==> src/rtl/uart_rx_fifo.sv <==
module uart_rx_fifo #(
  parameter int CLK_DIV = 4,
  parameter int DEPTH   = 16,
  parameter int TO_BITS = 15
) (
  input  logic       clk,
  input  logic       rst_n,
  input  logic       rxd,
  input  logic       wr_en,
  input  logic       rd_en,
  input  logic [1:0] addr,
  input  logic [7:0] wdata,
  output logic [7:0] rdata,
  output logic       irq_rx
);
  localparam int AW = $clog2(DEPTH);
  localparam int CW = AW + 1;
  localparam int DVW = $clog2(CLK_DIV + 1);
  localparam int TO_TICKS = TO_BITS * 16;
  localparam int TOW = $clog2(TO_TICKS + 1);

  typedef enum logic [2:0] {S_IDLE, S_START, S_DATA, S_STOP, S_WAIT} st_t;

  function automatic logic [CW-1:0] trig_of(input logic [1:0] s);
    case (s)
      2'd0:    return CW'(1);
      2'd1:    return CW'(4);
      2'd2:    return CW'(8);
      default: return CW'(DEPTH - 2);
    endcase
  endfunction

  logic [1:0]     rsync;
  logic           rx_s;
  logic [DVW-1:0] div;
  logic           tick;
  st_t            state;
  logic [3:0]     sub;
  logic [2:0]     nbit;
  logic [7:0]     shreg;
  logic [2:0]     ctrl;
  logic [4:0]     flags, seen;
  logic [7:0]     mem [DEPTH];
  logic [AW-1:0]  wp, rp;
  logic [CW-1:0]  cnt, trig;
  logic [7:0]     last;
  logic [TOW-1:0] tcnt;

  assign rx_s = rsync[1];
  assign tick = (div == DVW'(CLK_DIV - 1));
  assign trig = trig_of(ctrl[2:1]);

  wire frame_done = (state == S_STOP) && tick && (sub == 4'd15);
  wire good       = frame_done && rx_s;
  wire brk_evt    = frame_done && !rx_s && (shreg == 8'd0);
  wire fe_evt     = frame_done && !rx_s && (shreg != 8'd0);
  wire push_req   = good || fe_evt;
  wire pop_req    = rd_en && (addr == 2'd2);
  wire pop        = pop_req && (cnt != '0);
  wire full       = (cnt == CW'(DEPTH));
  wire push       = push_req && (!full || pop);
  wire ovr_evt    = push_req && !push;
  wire rdf_cond   = (cnt >= trig);
  wire dr_evt     = (tcnt == TOW'(TO_TICKS));
  wire st_wr      = wr_en && (addr == 2'd1);
  wire st_rd      = rd_en && (addr == 2'd1);

  wire [4:0] set_v = {ovr_evt, fe_evt, brk_evt, rdf_cond, dr_evt};
  wire [4:0] clr_v = st_wr ? (~wdata[4:0] & seen) : 5'd0;

  always_ff @(posedge clk) begin
    if (!rst_n) begin
      rsync <= 2'b11;
      div   <= '0;
    end else begin
      rsync <= {rsync[0], rxd};
      div   <= tick ? '0 : div + 1'b1;
    end
  end

  always_ff @(posedge clk) begin
    if (!rst_n) begin
      state <= S_IDLE;
      sub   <= '0;
      nbit  <= '0;
      shreg <= '0;
    end else if (!ctrl[0]) begin
      state <= S_IDLE;
    end else if (tick) begin
      case (state)
        S_IDLE: if (!rx_s) begin state <= S_START; sub <= '0; end
        S_START:
          if (sub == 4'd7) begin
            state <= rx_s ? S_IDLE : S_DATA;
            sub   <= '0;
            nbit  <= '0;
          end else sub <= sub + 1'b1;
        S_DATA:
          if (sub == 4'd15) begin
            shreg <= {rx_s, shreg[7:1]};
            sub   <= '0;
            if (nbit == 3'd7) state <= S_STOP;
            else nbit <= nbit + 1'b1;
          end else sub <= sub + 1'b1;
        S_STOP:
          if (sub == 4'd15) state <= rx_s ? S_IDLE : S_WAIT;
          else sub <= sub + 1'b1;
        default: if (rx_s) state <= S_IDLE;
      endcase
    end
  end

  always_ff @(posedge clk) begin
    if (push) mem[wp] <= shreg;
  end

  always_ff @(posedge clk) begin
    if (!rst_n) begin
      wp   <= '0;
      rp   <= '0;
      cnt  <= '0;
      last <= '0;
    end else begin
      if (push) wp <= wp + 1'b1;
      if (pop) begin
        rp   <= rp + 1'b1;
        last <= mem[rp];
      end
      cnt <= cnt + CW'(push) - CW'(pop);
    end
  end

  always_ff @(posedge clk) begin
    if (!rst_n) tcnt <= '0;
    else if (state != S_IDLE || cnt == '0 || rdf_cond) tcnt <= '0;
    else if (tick && !dr_evt) tcnt <= tcnt + 1'b1;
  end

  always_ff @(posedge clk) begin
    if (!rst_n) begin
      ctrl   <= '0;
      flags  <= '0;
      seen   <= '0;
      irq_rx <= 1'b0;
    end else begin
      if (wr_en && addr == 2'd0) ctrl <= wdata[2:0];
      flags  <= (flags & ~clr_v) | set_v;
      irq_rx <= rdf_cond && !flags[1];
      if (st_rd) seen <= seen | flags;
      else if (st_wr) seen <= seen & wdata[4:0];
    end
  end

  always_comb begin
    case (addr)
      2'd0:    rdata = {5'd0, ctrl};
      2'd1:    rdata = {3'd0, flags};
      2'd2:    rdata = (cnt != '0) ? mem[rp] : last;
      default: rdata = {rx_s, 7'(cnt)};
    endcase
  end


  count_bound_chk: assert property (@(posedge clk) disable iff (!rst_n) cnt <= CW'(DEPTH));

  thresh_set_chk: assert property (@(posedge clk) disable iff (!rst_n) rdf_cond |=> flags[1]);

  irq_edge_chk: assert property (@(posedge clk) disable iff (!rst_n) irq_rx |-> flags[1] && !$past(flags[1]));

  brk_nostore_chk: assert property (@(posedge clk) disable iff (!rst_n) (brk_evt && !pop) |=> cnt == $past(cnt));

  ovr_flag_chk: assert property (@(posedge clk) disable iff (!rst_n) (push_req && full && !pop) |=> flags[4] && cnt == CW'(DEPTH));

  empty_pop_chk: assert property (@(posedge clk) disable iff (!rst_n) (pop_req && cnt == '0 && !push_req) |=> cnt == '0);

  disabled_idle_chk: assert property (@(posedge clk) disable iff (!rst_n) !ctrl[0] |=> state == S_IDLE);
endmodule

==> config.mk <==
export PLATFORM = sky130hd
export DESIGN_NAME = uart_rx_fifo
export DESIGN_NICKNAME = d
export VERILOG_FILES = /design/src/rtl/uart_rx_fifo.sv
export SDC_FILE = /design/constraint.sdc
export NUM_CORES = 1
export LEC_CHECK = 0
export BUFFER_PORTS_ARGS = -buffer_cell sky130_fd_sc_hd__buf_2
export CAP_MARGIN = 40
export CORE_MARGIN = 1
export CORE_UTILIZATION = 40
export DETAILED_ROUTE_END_ITERATION = 8
export PLACE_DENSITY = 0.54
export SLEW_MARGIN = 20
export SYNTH_ARGS = -nofsm -noshare
export SYNTH_HDL_FRONTEND = slang
export SYNTH_SLANG_ARGS = --single-unit
==> constraint.sdc <==
create_clock -name clk -period 3.9 [get_ports clk]
set_input_delay 0 -clock clk [delete_from_list [all_inputs] [get_ports clk]]
set_output_delay 0 -clock clk [all_outputs]
set_load 0.02 [all_outputs]
==> results.txt, run 1 <==
----------------------------------------------------
[Run status]
  Run status ... finished clean

[Timing]
  Max Clk Rate ... 0.301 GHz
  Final setup vio count ... 0
  Count of final max-slew check failures ... 0
  Total negative setup slack ... 0 ns
  Share of the clock period used by the worst path after layout ... 85.2%
  Slew at the pin with the worst max-slew slack ... 0.770 ns
  Slew margin rel. ... 48.5%
  Fin crit period ... 3.32 ns
  Final Hold Viols ... 0
  Unrepaired setup endpoints after global routing ... no
  Clock tree skew after final layout ... 0.0150 ns

[Clocking]
  Clock transition at the register clock pins on the worst setup and hold paths after CTS ... 0.08 ns
  Clock tree from TritonCTS ... yes
  Largest buffer count on any clock path ... 2
  Insertion delay to the later sink of the worst-skew pair ... 0.44 ns
  Number of H-tree levels ... 4
  CTS sink count ... 198
  Num CTS Buffers ... 17
  Post-CTS resize count ... 0
  Number of setup buffers added after CTS ... 0
  Buffer cell driving the clock tree root ... sky130_fd_sc_hd__clkbuf_16
  Hold buffer count at CTS ... 12

[Logic synthesis]
  Ys Warns ... 0
  Number of flops mapped to enable cells by yosys ... 128
  Net Count, Synth ... 660
  Number of distinct standard cells referenced by the synthesized netlist ... 67
  Main flop type after synthesis ... sky130_fd_sc_hd__edfxtp_1
  Share of flip-flops with an asynchronous set or reset ... 0%
  Syn_area_per_cell ... 13.8 µm²
  Share of synthesized area occupied by flip-flops and latches ... 61.1%
  Post-synth design cell area ... 8580 µm²
  Number of register bits inferred by synthesis ... 198
  Synthesized netlist cell count ... 622

[Global route]
  Overflow left after global routing ... 0
  Initial antenna violation count ... 0
  Vias in the first global route ... 5136
  First-pass GRT wire length ... 28.5 mm
  Total routing usage reported by global routing ... 17.3%
  Largest net degree at the start of global routing ... 36

[Floorplan]
  Initial core utilization ... 40.8%
  Vertical die dimension ... 148 µm
  Width of the die ... 148 µm
  Ports placed on the boundary ... 24
  Row count ... 53
  Std-Cell Core Area ... 21000 µm²
  Floorplan die area ... 22000 µm²

[Cells and area]
  Total non-filler cell area in the finished layout ... 9700 µm²
  Most frequent standard cell in the layout excluding fill and tap cells ... sky130_fd_sc_hd__edfxtp_1
  Signed area change from the synthesized netlist to the final layout ... 13.1%
  Share of cells above drive strength 1 ... 17.0%
  Post-layout net count ... 694
  Inserted Diodes ... 0
  Highest-count cells in the layout ignoring fill and taps ... sky130_fd_sc_hd__edfxtp_1 (128), sky130_fd_sc_hd__dfxtp_1 (69), sky130_fd_sc_hd__nand2_1 (40)

[Worst setup path]
  Buffers plus inverters on the worst setup path ... 5
  Worst EP required ... 4.23 ns
  Arrival time reported for the critical path endpoint ... 3.65 ns
  CP startpoint kind ... flip-flop
  Depth of the critical timing path with buffers and inverters included ... 16
  Worst R2R Path Depth ... 16
  Critical path class ... reg2reg
  Slowest Stage Delay on Critical Path ... 0.44 ns
  Slowest stage cell, crit path ... sky130_fd_sc_hd__nor4_2
  Top fanout value on the critical path ... 8
  Critical path, cell by cell ... ha_1 > ha_1 > inv_1 > nor4_2 > o211a_2 > inv_2 > ha_1 > inv_1 > ha_1 > inv_1 > fa_1 > inv_1 > a21oi_1 > nor2_1 > or3_1 > and3_1
  Critical path capture point type ... flip-flop
  Cell family with the largest share of critical-path delay ... adder cells

[Placement]
  Post-detailed-placement cell area ... 8940 µm²
  Placer congestion estimate ... 0.807
  Number of input and output port buffers inserted ... 20
  Post-DP HPWL ... 12.0 mm

[Pwr]
  Fraction of power spent switching nets ... 26.8%
  Relative contribution of the clock network to total power ... 39.7%
  Internal cell power ... 0.00342 W
  Switch Pwr ... 0.00125 W
  Highest ir drop seen on vdd ... 0.306 mV
  Static leakage power ... 3.37 nW
  Proportion of power drawn by combinational gates ... 11.2%
  Power share of the sequential group ... 49.1%
  Power per standard cell area ... 482 nW/µm²

[Drt]
  Iteration-0 DRC count of the detailed router ... 297
  Detailed-route wire length ... 17.8 mm
  Final routed wire length divided by cell count ... 18.8 µm
  Vias/cell ... 5.36
  Number of DRC violations after detailed routing ... 0
  Via total after detailed routing ... 5064
  Remaining antenna violation count ... 0
  First-pass DRT Iterations ... 4

[Worst hold path]
  Worst hold path depth ... 2
  Worst hold path class ... in2reg

[Run]
  Number of max-cap violations ... 0

----------------------------------------------------
-- synthesized netlist by cell type, drive strengths merged, types with 3 or more instances --
cell,count,area (µm²)
inv,21,78.8
mux2,6,67.6
ha,22,275
nand2,40,150
nand3,11,55.1
a21boi,16,120
and2,14,87.6
buf,16,116
clkbuf,14,53.8
a22o,6,52.6
mux2i,16,160
edfxtp,128,3840
nand2b,13,81.3
a221oi,8,101
and3,13,81.3
or2,4,25.0
a211o,3,26.3
a21o,4,30.0
o21ai,26,130
xor2,6,52.6
xnor2,9,78.8
a22oi,4,30.0
nand4,10,62.6
o22ai,5,31.3
nor3,3,15.0
mux4,32,724
nor2b,19,119
dfxtp,70,1400
a21oi,9,45.0
a222oi,3,30.0
nor4,4,37.5
nor2,34,128
-- worst paths after layout --
path                            startpoint  endpoint  slack (ns)
worst max-delay path                div[0]    cnt[4]        0.58
worst min-delay path                 rst_n  rsync[0]        0.05
worst max register to register      div[0]    cnt[4]        0.58
worst min register to register    rsync[0]  rsync[1]        0.42
-- per-layer routing --
metal,vias to the layer above,wire length (µm),share of wire [%],global-route usage [%]
met5,-,0,0,0
met4,0,329,1.8,6.65
met3,19,565,3.2,3.04
met2,72,8390,47,26.9
met1,2548,8510,48,24.0
li1,2425,-,-,-
-- logic make-up after synthesis --
group,share of synthesized area (%)
muxes,11.1
adders and majority gates,3.44
xor gates and xnor gates,1.53
buffers and inverters,2.90
AOI/OAI and AO/OA,8.52
DFF,61.1
and+or+nand+nor,11.4
-- state kept, by name, indices dropped and copies added (netlist names), 5 cells and up, named ones only --
| register | cells |
|---|---|
| mem | 128 |
| last | 8 |
| shreg | 8 |
| tcnt | 8 |
| cnt | 5 |
| flags | 5 |
| seen | 5 |
-- power groups by stage --
stage	clock, W	combinational, W	sequential [W]
3_3_place_gp	0	0.000502	0.00234
3_5_place_dp	0	0.000516	0.00234
5_1_grt	0.00197	0.000576	0.00230
2_1_floorplan	0	0.000393	0.00232
4_1_cts	0.00190	0.000527	0.00230
6_report	0.00186	0.000522	0.00230
-- final cells by class --
cell class,instances,area [µm²]
fillers,1817,11300
repair buffers,45,318
clock buffers,17,425
well taps,275,344
clock inverters,15,208
multi-input cells,373,3080
flip-flops and latches,198,5250
inverters,21,78.8
-- worst reg2reg max path, stage by stage (launching register included) --
cell and delay (ns):
sky130_fd_sc_hd__dfxtp_1 0.34, sky130_fd_sc_hd__ha_1 0.15, sky130_fd_sc_hd__ha_1 0.30, sky130_fd_sc_hd__inv_1 0.14, sky130_fd_sc_hd__nor4_2 0.44, sky130_fd_sc_hd__o211a_2 0.29, sky130_fd_sc_hd__inv_2 0.04, sky130_fd_sc_hd__ha_1 0.26
sky130_fd_sc_hd__inv_1 0.04, sky130_fd_sc_hd__ha_1 0.19, sky130_fd_sc_hd__inv_1 0.07, sky130_fd_sc_hd__fa_1 0.20, sky130_fd_sc_hd__inv_1 0.05, sky130_fd_sc_hd__a21oi_1 0.13, sky130_fd_sc_hd__nor2_1 0.06, sky130_fd_sc_hd__or3_1 0.34
sky130_fd_sc_hd__and3_1 0.19
-- per-stage QoR --
| step | utilization, % | std cells | total power [W] | hold slack [ns] | setup slack, ns |
|---|---|---|---|---|---|
| final | 46.2 | 944 | 0.00468 | 0.0464 | 0.578 |
| after floorplan | - | 622 | 0.00272 | 0.101 | 0.755 |
| after global routing | 46.2 | 944 | 0.00485 | 0.0885 | 0.244 |
| after CTS | 46.1 | 942 | 0.00472 | 0.0395 | 0.561 |
| after detailed placement | 42.5 | 898 | 0.00286 | 0.189 | 0.573 |
| after global placement | 42.5 | 898 | 0.00284 | 0.197 | 0.705 |
Note: power is estimated with default switching activity, not from simulation.
==> run 2: changes to the inputs <==
--- a/config.mk
+++ b/config.mk
@@ -7,7 +7,7 @@
 export LEC_CHECK = 0
 export BUFFER_PORTS_ARGS = -buffer_cell sky130_fd_sc_hd__buf_2
 export CAP_MARGIN = 40
-export CORE_MARGIN = 1
+export CORE_MARGIN = 2
 export CORE_UTILIZATION = 40
 export DETAILED_ROUTE_END_ITERATION = 8
 export PLACE_DENSITY = 0.54
@@ -15,3 +15,4 @@
 export SYNTH_ARGS = -nofsm -noshare
 export SYNTH_HDL_FRONTEND = slang
 export SYNTH_SLANG_ARGS = --single-unit
+export TNS_END_PERCENT = 50
==> results.txt, run 2 (synthesis results as in run 1) <==
----------------------------------------------------
[Cells and area]
  Filler cell count in the final layout ... 1819
  Signed area change from the synthesized netlist to the final layout ... 13.2%
  Core Util, Final ... 46.2%
  Highest-count cells in the layout ignoring fill and taps ... sky130_fd_sc_hd__edfxtp_1 (128), sky130_fd_sc_hd__dfxtp_1 (69), sky130_fd_sc_hd__nand2_1 (40)
  Most frequent standard cell in the layout excluding fill and tap cells ... sky130_fd_sc_hd__edfxtp_1
  Inserted Diodes ... 0
  Share of cells above drive strength 1 ... 17.2%
  Register name with the most flops ... mem
  Flip-flop count of the largest register after layout ... 128
  Post-layout net count ... 695

[Worst setup path]
  Arrival time reported for the critical path endpoint ... 3.62 ns
  Critical path class ... reg2reg
  CP startpoint kind ... flip-flop
  Worst EP required ... 4.23 ns
  Top fanout value on the critical path ... 8
  Critical path capture point type ... flip-flop

[Clocking]
  Largest buffer count on any clock path ... 2
  Post-CTS resize count ... 0
  Clock transition at the register clock pins on the worst setup and hold paths after CTS ... 0.08 ns
  CTS sink count ... 198
  Insertion delay to the later sink of the worst-skew pair ... 0.44 ns
  Hold buffer count at CTS ... 12
  Buffer cell driving the clock tree root ... sky130_fd_sc_hd__clkbuf_16
  Clock tree from TritonCTS ... yes
  Num CTS Buffers ... 17
  Number of H-tree levels ... 4
  Number of setup buffers added after CTS ... 0

[Floorplan]
  Vertical die dimension ... 150 µm
  Std-Cell Core Area ... 21000 µm²
  Width of the die ... 150 µm
  Row count ... 53
  Initial core utilization ... 40.8%
  Ports placed on the boundary ... 24
  Floorplan die area ... 22600 µm²

[Pwr]
  Highest ir drop seen on vdd ... 0.353 mV
  Total Power ... 0.00461 W
  Static leakage power ... 3.36 nW
  Power per standard cell area ... 475 nW/µm²

[Timing]
  Fin crit period ... 3.29 ns
  Final setup vio count ... 0
  Max Clk Rate ... 0.304 GHz
  Count of final max-slew check failures ... 0
  Total negative setup slack ... 0 ns
  Clock tree skew after final layout ... 0.0181 ns
  Slew at the pin with the worst max-slew slack ... 0.782 ns
  Slew margin rel. ... 47.6%
  Unrepaired setup endpoints after global routing ... no
  Share of the clock period used by the worst path after layout ... 84.3%
  Final Hold Viols ... 0

[Drt]
  First-pass DRT Iterations ... 4
  Remaining antenna violation count ... 0
  Detailed-route wire length ... 17.6 mm
  Number of DRC violations after detailed routing ... 0
  Via total after detailed routing ... 5062
  Final routed wire length divided by cell count ... 18.6 µm
  Iteration-0 DRC count of the detailed router ... 250
  Vias/cell ... 5.36

[Global route]
  Initial antenna violation count ... 0
  Largest net degree at the start of global routing ... 37
  First-pass GRT wire length ... 27.6 mm
  Overflow left after global routing ... 0
  Total routing usage reported by global routing ... 16.4%
  Vias in the first global route ... 5023

[Run status]
  Run status ... finished clean

[Placement]
  Post-DP HPWL ... 12.2 mm
  Placer congestion estimate ... 0.792
  Number of input and output port buffers inserted ... 20

[Run]
  Number of max-cap violations ... 0

[Worst hold path]
  Worst hold path class ... in2reg

----------------------------------------------------
[run 2: changes by cell type in the layout (fill, tap and decap cells not counted)]
cell                         previous run  this run
sky130_fd_sc_hd__clkinv_4               2         0
sky130_fd_sc_hd__clkinvlp_4             0         1
sky130_fd_sc_hd__inv_8                  4         3
sky130_fd_sc_hd__bufinv_16              1         0
sky130_fd_sc_hd__clkinv_8               3         6
sky130_fd_sc_hd__buf_4                 13        14
[run 2: report_power, final]
| group | switching (W) | internal (W) | total (W) |
|---|---|---|---|
| registers | 0.0000552 | 0.00224 | 0.00230 |
| logic | 0.000284 | 0.000235 | 0.000519 |
| clock network | 0.000909 | 0.000891 | 0.00180 |
| total | 0.00125 | 0.00337 | 0.00461 |
[run 2: area by class of cell]
class	count	area (µm²)	share of cell area (%)
Sequential cell	198	5250	54.0
Clock inverter	15	205	2.11
Clock buffer	17	425	4.38
Timing Repair Buffer	46	325	3.35
Multi-Input combinational cell	373	3080	31.8
Inverter	21	78.8	0.812
Tap cell	275	344	3.54
[run 2: critical path, stage by stage (launching register included)]
cell	delay, ns
sky130_fd_sc_hd__dfxtp_1	0.34
sky130_fd_sc_hd__ha_1	0.15
sky130_fd_sc_hd__ha_1	0.29
sky130_fd_sc_hd__inv_1	0.14
sky130_fd_sc_hd__nor4_2	0.45
sky130_fd_sc_hd__o211a_2	0.30
sky130_fd_sc_hd__inv_2	0.03
sky130_fd_sc_hd__ha_1	0.26
sky130_fd_sc_hd__inv_1	0.04
sky130_fd_sc_hd__ha_1	0.18
sky130_fd_sc_hd__inv_1	0.07
sky130_fd_sc_hd__fa_1	0.20
sky130_fd_sc_hd__inv_1	0.05
sky130_fd_sc_hd__a21oi_1	0.13
sky130_fd_sc_hd__nor2_1	0.06
sky130_fd_sc_hd__or3_1	0.33
sky130_fd_sc_hd__and3_1	0.17
[run 2: final timing paths]
check,from,endpoint,slack (ns),cells past startpoint
worst max-delay path,div[0],cnt[4],0.61,16
worst min register to register,rsync[0],rsync[1],0.41,1
worst min-delay path,rst_n,rsync[0],0.05,2
worst max register to register,div[0],cnt[4],0.61,16
[run 2: metrics by stage]
stage	setup WS (ns)	hold slack [ns]	cell area [µm²]	cells
finish	0.611	0.0548	9710	945
global route	0.384	0.0982	9710	945
CTS	0.553	0.0601	9700	944
detailed placement	0.556	0.195	8950	900
global placement	0.690	0.198	8950	900
floorplan	0.755	0.101	8580	622
[run 2: per-layer routing]
metal  wire (µm)  up-vias  GRT usage (%)
met1        8370     2543           22.3
met5           0        -              0
met4         391        0           6.27
met2        8290       76           26.4
li1            -     2421              -
met3         511       22           2.91
==> run 3: changes to the inputs <==
--- a/config.mk
+++ b/config.mk
@@ -10,7 +10,7 @@
 export CORE_MARGIN = 2
 export CORE_UTILIZATION = 40
 export DETAILED_ROUTE_END_ITERATION = 8
-export PLACE_DENSITY = 0.54
+export PLACE_DENSITY = 0.56
 export SLEW_MARGIN = 20
 export SYNTH_ARGS = -nofsm -noshare
 export SYNTH_HDL_FRONTEND = slang
==> constraint.sdc (replaced) <==
create_clock -name clk -period 2.8 [get_ports clk]
set_input_delay 0 -clock clk [delete_from_list [all_inputs] [get_ports clk]]
set_output_delay 0 -clock clk [all_outputs]
set_load 0.02 [all_outputs]
==> results.txt, run 3 (synthesis results as in run 1) <==
----------------------------------------------------
[Worst setup path]
  Top fanout value on the critical path ... 4
  Critical path class ... reg2reg
  Worst EP required ... 3.13 ns
  CP startpoint kind ... flip-flop
  Critical path capture point type ... flip-flop
  Arrival time reported for the critical path endpoint ... 3.07 ns

[Floorplan]
  Ports placed on the boundary ... 24
  Initial core utilization ... 40.8%
  Vertical die dimension ... 150 µm
  Floorplan die area ... 22600 µm²
  Row count ... 53
  Width of the die ... 150 µm
  Std-Cell Core Area ... 21000 µm²

[Drt]
  Vias/cell ... 5.38
  Remaining antenna violation count ... 0
  Number of DRC violations after detailed routing ... 0
  Detailed-route wire length ... 18.4 mm
  Iteration-0 DRC count of the detailed router ... 476
  First-pass DRT Iterations ... 5
  Via total after detailed routing ... 5248
  Final routed wire length divided by cell count ... 18.8 µm

[Clocking]
  Largest buffer count on any clock path ... 2
  Clock transition at the register clock pins on the worst setup and hold paths after CTS ... 0.08 ns
  CTS sink count ... 198
  Insertion delay to the later sink of the worst-skew pair ... 0.44 ns
  Number of H-tree levels ... 4
  Buffer cell driving the clock tree root ... sky130_fd_sc_hd__clkbuf_16
  Clock tree from TritonCTS ... yes
  Num CTS Buffers ... 17

[Run status]
  Run status ... finished clean

[Timing]
  Slew at the pin with the worst max-slew slack ... 0.632 ns
  Max Clk Rate ... 0.366 GHz
  Final Hold Viols ... 0
  Fin crit period ... 2.73 ns
  Share of the clock period used by the worst path after layout ... 97.6%
  Count of final max-slew check failures ... 0
  Unrepaired setup endpoints after global routing ... yes
  Slew margin rel. ... 57.7%
  Final setup margin ... 0.0666 ns
  Final setup vio count ... 0
  Clock tree skew after final layout ... 0.0168 ns

[Pwr]
  Highest ir drop seen on vdd ... 0.375 mV
  Power per standard cell area ... 649 nW/µm²
  Static leakage power ... 3.54 nW

[Cells and area]
  Post-layout net count ... 726
  Filler cell count in the final layout ... 1822
  Most frequent standard cell in the layout excluding fill and tap cells ... sky130_fd_sc_hd__edfxtp_1
  Share of cells above drive strength 1 ... 22.4%
  Inserted Diodes ... 0
  Final standard cell count with taps included and fillers excluded ... 976
  Register name with the most flops ... mem
  Highest-count cells in the layout ignoring fill and taps ... sky130_fd_sc_hd__edfxtp_1 (128), sky130_fd_sc_hd__dfxtp_1 (65), sky130_fd_sc_hd__buf_4 (42)
  Flip-flop count of the largest register after layout ... 128
  Core Util, Final ... 47.7%
  Signed area change from the synthesized netlist to the final layout ... 16.9%
  Combined flip-flop and latch cell area ... 5250 µm²
  Multi-input combinational cell area ... 3140 µm²

[Placement]
  Post-DP HPWL ... 12.8 mm
  Placer congestion estimate ... 0.805
  Worst setup slack after placement ... 0.0549 ns
  Number of placed instances, taps included ... 926
  Number of input and output port buffers inserted ... 20

[Run]
  Number of max-cap violations ... 0

[Global route]
  Overflow left after global routing ... 0
  Vias in the first global route ... 5187
  Initial antenna violation count ... 0
  Largest net degree at the start of global routing ... 33
  Total routing usage reported by global routing ... 17.2%
  First-pass GRT wire length ... 28.8 mm

[Worst hold path]
  Worst hold path class ... in2reg

----------------------------------------------------
## run 3: per-layer routing
layer  share of wire [%]  global-route usage, %  up-vias
met3                 3.5                   3.76       15
li1                    -                      -     2496
met4                 1.5                   5.52        0
met2                  48                   27.7       79
met5                   0                      0        -
met1                  47                   23.4     2658
## run 3: final cells by class
class | instances | share of cell area [%]
clock buffer | 17 | 4.24
clock inverter | 15 | 2.07
inverter | 21 | 0.811
multi-input combinational | 373 | 31.3
sequential | 198 | 52.4
tap | 275 | 3.43
timing repair buffer | 77 | 5.74
## run 3: timing repair
action | CTS | global route
setup buffers | 0 | 4
hold buffers | 14 | 0
hold endpoints to repair | 11 | 0
gates resized for setup | 0 | 4
setup endpoints to repair | 0 | 6
## run 3: stage by stage
stage / total power [W] / instance area (µm²) / hold slack, ns / setup TNS (ns)
2_1_floorplan: 0.00379 / 8650 / 0.101 / 0
3_3_place_gp: 0.00400 / 9220 / 0.183 / 0
3_5_place_dp: 0.00403 / 9220 / 0.187 / 0
4_1_cts: 0.00656 / 9990 / 0.0630 / 0
5_1_grt: 0.00677 / 10000 / 0.0755 / -0.126
6_report: 0.00651 / 10000 / 0.0695 / 0
## run 3: worst paths after layout
| path | start | end | slack [ns] | cells past startpoint |
|---|---|---|---|---|
| setup / recovery | shreg[3] | cnt[4] | 0.07 | 14 |
| hold reg to reg | rsync[0] | rsync[1] | 0.41 | 1 |
| hold / removal | rd_en | seen[1] | 0.07 | 4 |
| setup reg to reg | shreg[3] | cnt[4] | 0.07 | 14 |
## run 3: critical path, cell delays in order, from the launching register on
cell and delay [ns]:
sky130_fd_sc_hd__dfxtp_1 0.32, sky130_fd_sc_hd__nor4_1 0.43, sky130_fd_sc_hd__nand2_1 0.21, sky130_fd_sc_hd__o211a_4 0.28
sky130_fd_sc_hd__inv_2 0.05, sky130_fd_sc_hd__ha_1 0.22, sky130_fd_sc_hd__inv_1 0.06, sky130_fd_sc_hd__ha_2 0.18
sky130_fd_sc_hd__inv_2 0.04, sky130_fd_sc_hd__fa_2 0.34, sky130_fd_sc_hd__inv_1 0.08, sky130_fd_sc_hd__a21oi_2 0.05
sky130_fd_sc_hd__nor2_1 0.13, sky130_fd_sc_hd__o21ai_0 0.08, sky130_fd_sc_hd__and3_1 0.16
## run 3: power by group
part           leakage, nW  total, W  internal [W]  switching [W]
combinational         1.49  0.000792      0.000369       0.000424
sequential            1.75   0.00319       0.00312      0.0000635
clock                0.302   0.00253       0.00125        0.00128
